[src/rtl/hb8_pkg.sv]
package hb8_pkg;

    localparam int HB_WS_W = 2;

    typedef enum logic [1:0] {
        SUB_MUX    = 2'd0,
        SUB_SPLIT  = 2'd1,
        SUB_STREAM = 2'd2,
        SUB_RSVD   = 2'd3
    } sub_mode_e;

    typedef enum logic [1:0] {
        ST_IDLE = 2'd0,
        ST_ADDR = 2'd1,
        ST_DATA = 2'd2,
        ST_DONE = 2'd3
    } bus_state_e;

    typedef struct packed {
        sub_mode_e          mode;
        logic [HB_WS_W-1:0] rd_ws;
        logic [HB_WS_W-1:0] wr_ws;
        logic               rd_trim;
        logic               wr_trim;
        logic               ale_hi;
        logic               rd_hi;
        logic               wr_hi;
    } acc_cfg_t;

    localparam acc_cfg_t CFG_DEFAULT = '{
        mode:    SUB_SPLIT,
        rd_ws:   '0,
        wr_ws:   '0,
        rd_trim: 1'b0,
        wr_trim: 1'b0,
        ale_hi:  1'b1,
        rd_hi:   1'b0,
        wr_hi:   1'b0
    };

endpackage

[src/rtl/hb8_cfg_sel.sv]
module hb8_cfg_sel
    import hb8_pkg::*;
(
    input  logic               sel_en,
    input  logic [1:0]         sel_mode,
    input  logic [HB_WS_W-1:0] sel_rd_ws,
    input  logic [HB_WS_W-1:0] sel_wr_ws,
    input  logic               sel_rd_trim,
    input  logic               sel_wr_trim,
    input  logic               sel_ale_hi,
    input  logic               sel_rd_hi,
    input  logic               sel_wr_hi,
    input  logic [1:0]         glb_mode,
    output acc_cfg_t           cfg_eff
);

    sub_mode_e raw_mode;

    always_comb begin
        raw_mode = sub_mode_e'(sel_en ? sel_mode : glb_mode);
        cfg_eff  = CFG_DEFAULT;
        if (sel_en) begin
            cfg_eff.rd_ws   = sel_rd_ws;
            cfg_eff.wr_ws   = sel_wr_ws;
            cfg_eff.rd_trim = sel_rd_trim;
            cfg_eff.wr_trim = sel_wr_trim;
            cfg_eff.ale_hi  = sel_ale_hi;
            cfg_eff.rd_hi   = sel_rd_hi;
            cfg_eff.wr_hi   = sel_wr_hi;
        end
        // reserved code falls back to the split sub-mode
        cfg_eff.mode = (raw_mode == SUB_RSVD) ? SUB_SPLIT : raw_mode;
    end

endmodule

[src/rtl/hb8_wait_cnt.sv]
module hb8_wait_cnt
    import hb8_pkg::*;
#(
    parameter int WS_W = HB_WS_W
) (
    input  logic            clk,
    input  logic            rst_n,
    input  logic            load,
    input  logic [WS_W-1:0] ws,
    input  logic            trim,
    input  logic            run,
    output logic            last
);

    localparam int CNT_W = WS_W + 1;
    localparam int SUM_W = WS_W + 2;

    logic [CNT_W-1:0] cnt;
    logic [SUM_W-1:0] span_m1;

    // strobe width minus one: 2*ws + 1 - trim
    always_comb begin
        span_m1 = {1'b0, ws, 1'b0} + SUM_W'(1) - SUM_W'(trim);
    end

    always_ff @(posedge clk or negedge rst_n) begin
        if (!rst_n) begin
            cnt <= '0;
        end else if (load) begin
            cnt <= CNT_W'(span_m1);
        end else if (run && (cnt != '0)) begin
            cnt <= cnt - CNT_W'(1);
        end
    end

    assign last = (cnt == '0);


    cnt_hold_chk: assert property (@(posedge clk) disable iff (!rst_n)
        (!load && !run) |=> $stable(cnt));

endmodule

[src/rtl/hb8_pin_drv.sv]
module hb8_pin_drv
    import hb8_pkg::*;
#(
    parameter int DATA_W = 8
) (
    input  logic              clk,
    input  logic              rst_n,
    input  bus_state_e        st,
    input  logic              wr_q,
    input  logic              hold_q,
    input  acc_cfg_t          cfg_q,
    input  logic [DATA_W-1:0] addr_lo,
    input  logic [DATA_W-1:0] wdata_q,
    output logic              ale_o,
    output logic              rd_o,
    output logic              wr_o,
    output logic [DATA_W-1:0] ad_o,
    output logic              ad_oe
);

    logic ale_act;
    logic rd_act;
    logic wr_act;
    logic mux_bus;

    always_comb begin
        ale_act = (st == ST_ADDR);
        rd_act  = ((st == ST_DATA) && !wr_q) || hold_q;
        wr_act  = (st == ST_DATA) && wr_q;
        mux_bus = (cfg_q.mode == SUB_MUX);
    end

    always_comb begin
        ale_o = cfg_q.ale_hi ? ale_act : !ale_act;
        rd_o  = cfg_q.rd_hi  ? rd_act  : !rd_act;
        wr_o  = cfg_q.wr_hi  ? wr_act  : !wr_act;
    end

    always_comb begin
        ad_oe = 1'b0;
        ad_o  = '0;
        unique case (st)
            ST_ADDR: begin
                if (mux_bus) begin
                    ad_oe = 1'b1;
                    ad_o  = addr_lo;
                end else if (wr_q) begin
                    ad_oe = 1'b1;
                    ad_o  = wdata_q;
                end
            end
            ST_DATA: begin
                if (wr_q) begin
                    ad_oe = 1'b1;
                    ad_o  = wdata_q;
                end
            end
            default: begin
            end
        endcase
    end


    rd_wr_excl_chk: assert property (@(posedge clk) disable iff (!rst_n)
        !(rd_act && wr_act));


    rd_no_drive_chk: assert property (@(posedge clk) disable iff (!rst_n)
        (rd_act && (st == ST_DATA)) |-> !ad_oe);

endmodule

[src/rtl/hb8_ctrl.sv]
module hb8_ctrl
    import hb8_pkg::*;
#(
    parameter int ADDR_W = 16,
    parameter int DATA_W = 8
) (
    input  logic              clk,
    input  logic              rst_n,
    input  logic              req_valid,
    input  logic              req_write,
    input  logic [ADDR_W-1:0] req_addr,
    input  logic [DATA_W-1:0] req_wdata,
    input  logic              cs_cfg_en,
    input  logic [1:0]        cs_mode,
    input  logic [1:0]        cs_rd_ws,
    input  logic [1:0]        cs_wr_ws,
    input  logic              cs_rd_trim,
    input  logic              cs_wr_trim,
    input  logic              cs_ale_hi,
    input  logic              cs_rd_hi,
    input  logic              cs_wr_hi,
    input  logic [1:0]        glb_mode,
    output logic              busy,
    output logic              done,
    output logic [DATA_W-1:0] rdata,
    output logic              ale_o,
    output logic              rd_o,
    output logic              wr_o,
    output logic [ADDR_W-1:0] addr_o,
    output logic [DATA_W-1:0] ad_o,
    output logic              ad_oe,
    input  logic [DATA_W-1:0] ad_i
);

    bus_state_e        st, st_nx;
    acc_cfg_t          cfg_eff, cfg_q;
    logic [ADDR_W-1:0] addr_q;
    logic [DATA_W-1:0] wdata_q;
    logic [DATA_W-1:0] rdata_q;
    logic              wr_q;
    logic              hold_q;
    logic              accept;
    logic              span_last;
    logic              stream_rd;

    hb8_cfg_sel u_cfg (
        .sel_en      (cs_cfg_en),
        .sel_mode    (cs_mode),
        .sel_rd_ws   (cs_rd_ws),
        .sel_wr_ws   (cs_wr_ws),
        .sel_rd_trim (cs_rd_trim),
        .sel_wr_trim (cs_wr_trim),
        .sel_ale_hi  (cs_ale_hi),
        .sel_rd_hi   (cs_rd_hi),
        .sel_wr_hi   (cs_wr_hi),
        .glb_mode    (glb_mode),
        .cfg_eff     (cfg_eff)
    );

    assign accept    = (st == ST_IDLE) && req_valid;
    assign stream_rd = (cfg_eff.mode == SUB_STREAM) && !req_write;

    hb8_wait_cnt #(.WS_W(HB_WS_W)) u_cnt (
        .clk   (clk),
        .rst_n (rst_n),
        .load  (accept),
        .ws    (req_write ? cfg_eff.wr_ws : cfg_eff.rd_ws),
        .trim  (req_write ? cfg_eff.wr_trim : cfg_eff.rd_trim),
        .run   (st == ST_DATA),
        .last  (span_last)
    );

    // state register
    always_ff @(posedge clk or negedge rst_n) begin
        if (!rst_n) begin
            st <= ST_IDLE;
        end else begin
            st <= st_nx;
        end
    end

    // transitions
    always_comb begin
        st_nx = st;
        unique case (st)
            ST_IDLE: if (req_valid) st_nx = ST_ADDR;
            ST_ADDR: st_nx = ST_DATA;
            ST_DATA: if (span_last) st_nx = ST_DONE;
            ST_DONE: st_nx = ST_IDLE;
            default: st_nx = ST_IDLE;
        endcase
    end

    // access context, captured at acceptance
    always_ff @(posedge clk or negedge rst_n) begin
        if (!rst_n) begin
            cfg_q   <= CFG_DEFAULT;
            addr_q  <= '0;
            wdata_q <= '0;
            wr_q    <= 1'b0;
        end else if (accept) begin
            cfg_q   <= cfg_eff;
            addr_q  <= req_addr;
            wdata_q <= req_wdata;
            wr_q    <= req_write;
        end
    end

    // read capture and streaming strobe hold
    always_ff @(posedge clk or negedge rst_n) begin
        if (!rst_n) begin
            rdata_q <= '0;
            hold_q  <= 1'b0;
        end else begin
            if (accept && !stream_rd) begin
                hold_q <= 1'b0;
            end else if ((st == ST_DATA) && span_last && !wr_q
                         && (cfg_q.mode == SUB_STREAM)) begin
                hold_q <= 1'b1;
            end
            if ((st == ST_DATA) && span_last && !wr_q) begin
                rdata_q <= ad_i;
            end
        end
    end

    // outputs
    always_comb begin
        busy   = (st != ST_IDLE);
        done   = (st == ST_DONE);
        rdata  = rdata_q;
        addr_o = addr_q;
    end

    hb8_pin_drv #(.DATA_W(DATA_W)) u_pins (
        .clk     (clk),
        .rst_n   (rst_n),
        .st      (st),
        .wr_q    (wr_q),
        .hold_q  (hold_q),
        .cfg_q   (cfg_q),
        .addr_lo (addr_q[DATA_W-1:0]),
        .wdata_q (wdata_q),
        .ale_o   (ale_o),
        .rd_o    (rd_o),
        .wr_o    (wr_o),
        .ad_o    (ad_o),
        .ad_oe   (ad_oe)
    );


    done_pulse_chk: assert property (@(posedge clk) disable iff (!rst_n)
        done |=> !done);


    done_after_data_chk: assert property (@(posedge clk) disable iff (!rst_n)
        $rose(done) |-> ($past(st) == ST_DATA));


    no_accept_busy_chk: assert property (@(posedge clk) disable iff (!rst_n)
        busy |=> $stable(addr_o));


    latch_one_clk_chk: assert property (@(posedge clk) disable iff (!rst_n)
        (st == ST_ADDR) |=> (st == ST_DATA));

endmodule

[config.mk]
export PLATFORM = sky130hd
export DESIGN_NAME = hb8_ctrl
export DESIGN_NICKNAME = d
export VERILOG_FILES = /design/src/rtl/hb8_pkg.sv /design/src/rtl/hb8_cfg_sel.sv /design/src/rtl/hb8_wait_cnt.sv /design/src/rtl/hb8_pin_drv.sv /design/src/rtl/hb8_ctrl.sv
export SDC_FILE = /design/constraint.sdc
export NUM_CORES = 1
export LEC_CHECK = 0
export ABC_AREA = 1
export BUFFER_PORTS_ARGS = -buffer_cell sky130_fd_sc_hd__buf_2
export CORE_MARGIN = 2
export CORE_UTILIZATION = 40
export DETAILED_ROUTE_END_ITERATION = 16
export PLACE_DENSITY = 0.62
export SLEW_MARGIN = 10
export SYNTH_ARGS = -nofsm -noshare
export SYNTH_HDL_FRONTEND = slang
export SYNTH_HIERARCHICAL = 1
export SYNTH_SLANG_ARGS = --single-unit
[constraint.sdc]
create_clock -name clk -period 2.4 [get_ports clk]
set_input_delay 0 -clock clk [delete_from_list [all_inputs] [get_ports clk]]
set_output_delay 0 -clock clk [all_outputs]
set_load 0.02 [all_outputs]
==> flow_metrics.tcl <==
set metrics [dict create \
    drive_gt1_frac 0.287 \
    slew_violations 0 \
    total_leakage_power_nw 1.94 \
    gp_congestion 0.754 \
    cts_buffers 5 \
    grt_max_degree 45 \
    p_per_area_nw_per_um2 1220 \
    worstPathRequired_ns 2.40 \
    clk_latency_ns 0.29 \
    worst_pin_slew_ns 0.988 \
    port_buffers 87 \
    avgSynthCellArea_um2 7.57 \
    cts_max_level 2 \
    slowest_delay_ns 0.95 \
    clkPwrFrac 0.133 \
    crit_top_cell "nand2_1" \
    crit_path_max_fanout 21 \
    cp.arrival_ns 1.88 \
    min_path_type "in2reg" \
    drt_iter0_drc 117 \
    r2r_start "st[0]" \
    max-vdd-ir-drop_mv 0.580 \
    synth_fp_nets 391 \
    syn_area_um2 2530 \
    ys_warn_count 6 \
    vias 2339 \
    startpoint "wr_q" \
    min-delay-start "req_write" \
    max_slew_margin 0.341 \
    critPathTopFamily "flip-flops" \
    final_core_utilization 0.567 \
    clock_path_buffers 2 \
    ioPinCount 88 \
    root_buffer "clkbuf_8" \
    final.min_clock_period_ns 1.88 \
    cp_slowest_cell "dfrtp_1" \
    dr.pass1.iters 4 \
    critical_path.cell_chain "nand2_1, nand2_1, nand3_1, a21oi_2, buf_2" \
    grt_pass1_wl_um 10400 \
    dieArea_um2 6980 \
    clock-sinks 44 \
    fp.dieH_um 83.5 \
    die_x_um 83.5 \
    synthToLayoutAreaGrowth_pct 35.0 \
    rsz0062_at_grt "no" \
    std_cell_rows 28 \
    grt.total_usage 0.180 \
    crit_buf_inv 1 \
    final_net_count 509 \
    status "finished clean" \
    p_sw_frac 0.477 \
    timing.final.hold_violations 0 \
    wl_um 5950 \
    whs_ns 0.0542 \
    post_drt_wl_per_cell_um 11.3 \
    final-setup-viol-count 0 \
    drc 0 \
    ant_nets 0 \
    power_frac_seq 0.341 \
    fin_tns_setup_ns 0 \
    p_int_w 0.00218 \
    finalClockSkew_ns 0.00730 \
    cts_tree "built" \
    start_util 0.420 \
    pwr-share-comb 0.526 \
    grt_overflow 0 \
    dp_hpwl_um 3940 \
    pre_cts_slack_ns 0.826 \
    crit_type "reg2out" \
    power_switching_w 0.00199 \
    coreArea_um2 6030 \
    critPathCaptureType "output port" \
    clk_pin_slew_ns 0.08 \
    setup_ws_ns 0.524 \
    max_freq_mhz 533 \
    netlist_instances 334 \
    critPathLaunchType "register" \
    via_per_inst 4.43 \
    period_share 0.781 \
    maxCapViolations 0 \
    postCtsSetupBuffers 0 \
    antenna_found_initial 0 \
    diodes 0 \
    grt_pass1_vias 2319 \
]
cell type report:
| type | count | area, um^2 |
|---|---|---|
| fill | 597 | 2610 |
| multi-input combinational | 230 | 1130 |
| sequential | 44 | 1100 |
| timing repair buffer | 124 | 803 |
| inverter | 47 | 179 |
| tap | 75 | 93.8 |
| clock buffer | 6 | 72.6 |
| clock inverter | 2 | 35.0 |
what timing repair did:
action / in CTS / in global routing
hold endpoints to repair: 77 / 0
hold buffers: 36 / 0
resized for setup: 0 / 0
cells in the final DEF, fill, tap and decap left out, types with 2 or more instances in the layout:
cell type	instances
clkbuf_8	5
nor2_4	2
dfstp_2	2
o21ai_0	7
nand2_4	2
nand3_2	7
nand2_2	7
a21oi_1	2
nand2_1	164
ha_1	7
nor2_1	2
o21ai_1	3
buf_2	87
inv_1	44
a21oi_2	9
xor2_1	2
nand3_1	12
dlygate4sd3_1	36
inv_2	2
dfrtp_1	42
sequential cells by signal, indices dropped and copies added, names as in the netlist:
signal and flops:
u_cnt/cnt 3, wr_q 1, addr_o 16, cfg_q 5, rdata 8, st 2, wdata_q 8, hold_q 1
per-layer routing:
layer / track usage / vias to the layer above / wire length [um]
met1: 0.228 / 1031 / 2810
met4: 0.0616 / 0 / 127
li1: - / 1229 / -
met5: 0 / - / 0
met3: 0.0346 / 13 / 301
met2: 0.307 / 66 / 2720
stage by stage:
| step | instance area [um^2] | total power, W | instances |
|---|---|---|---|
| floorplan | 2530 | 0.00306 | 334 |
| global route | 3410 | 0.00458 | 528 |
| detailed placement | 2950 | 0.00361 | 484 |
| finish | 3410 | 0.00417 | 528 |
| global placement | 2950 | 0.00357 | 484 |
| CTS | 3410 | 0.00423 | 528 |
final timing paths:
kind / to / slack [ns] / cells after the start
max in group asynchronous: wdata_q[7] / 1.37 / 2
max reg2reg: u_cnt/cnt[0] / 0.84 / 9
min: wr_q / 0.05 / 3
min in group asynchronous: wdata_q[3] / 0.40 / 2
max: ad_o[2] / 0.52 / 5
min reg2reg: rdata[0] / 0.47 / 2
power by group through the flow:
stage	Combinational (W)	Clock [W]	Sequential, W
final	0.00219	0.000555	0.00143
after global routing	0.00248	0.000616	0.00148
after CTS	0.00223	0.000575	0.00143
after detailed placement	0.00218	0	0.00144
after global placement	0.00215	0	0.00143
after floorplan	0.00147	0	0.00159
worst register-to-register path, cell delays in order, from the launching register on:
cell and delay [ns]:
dfrtp_1 0.41, inv_1 0.11, ha_1 0.21, nand2_2 0.09, inv_4 0.29, inv_2 0.13
nand2_2 0.08, nand2_1 0.04, nand2_1 0.05, nand2_1 0.04
Note: power is estimated with default switching activity, not from simulation.
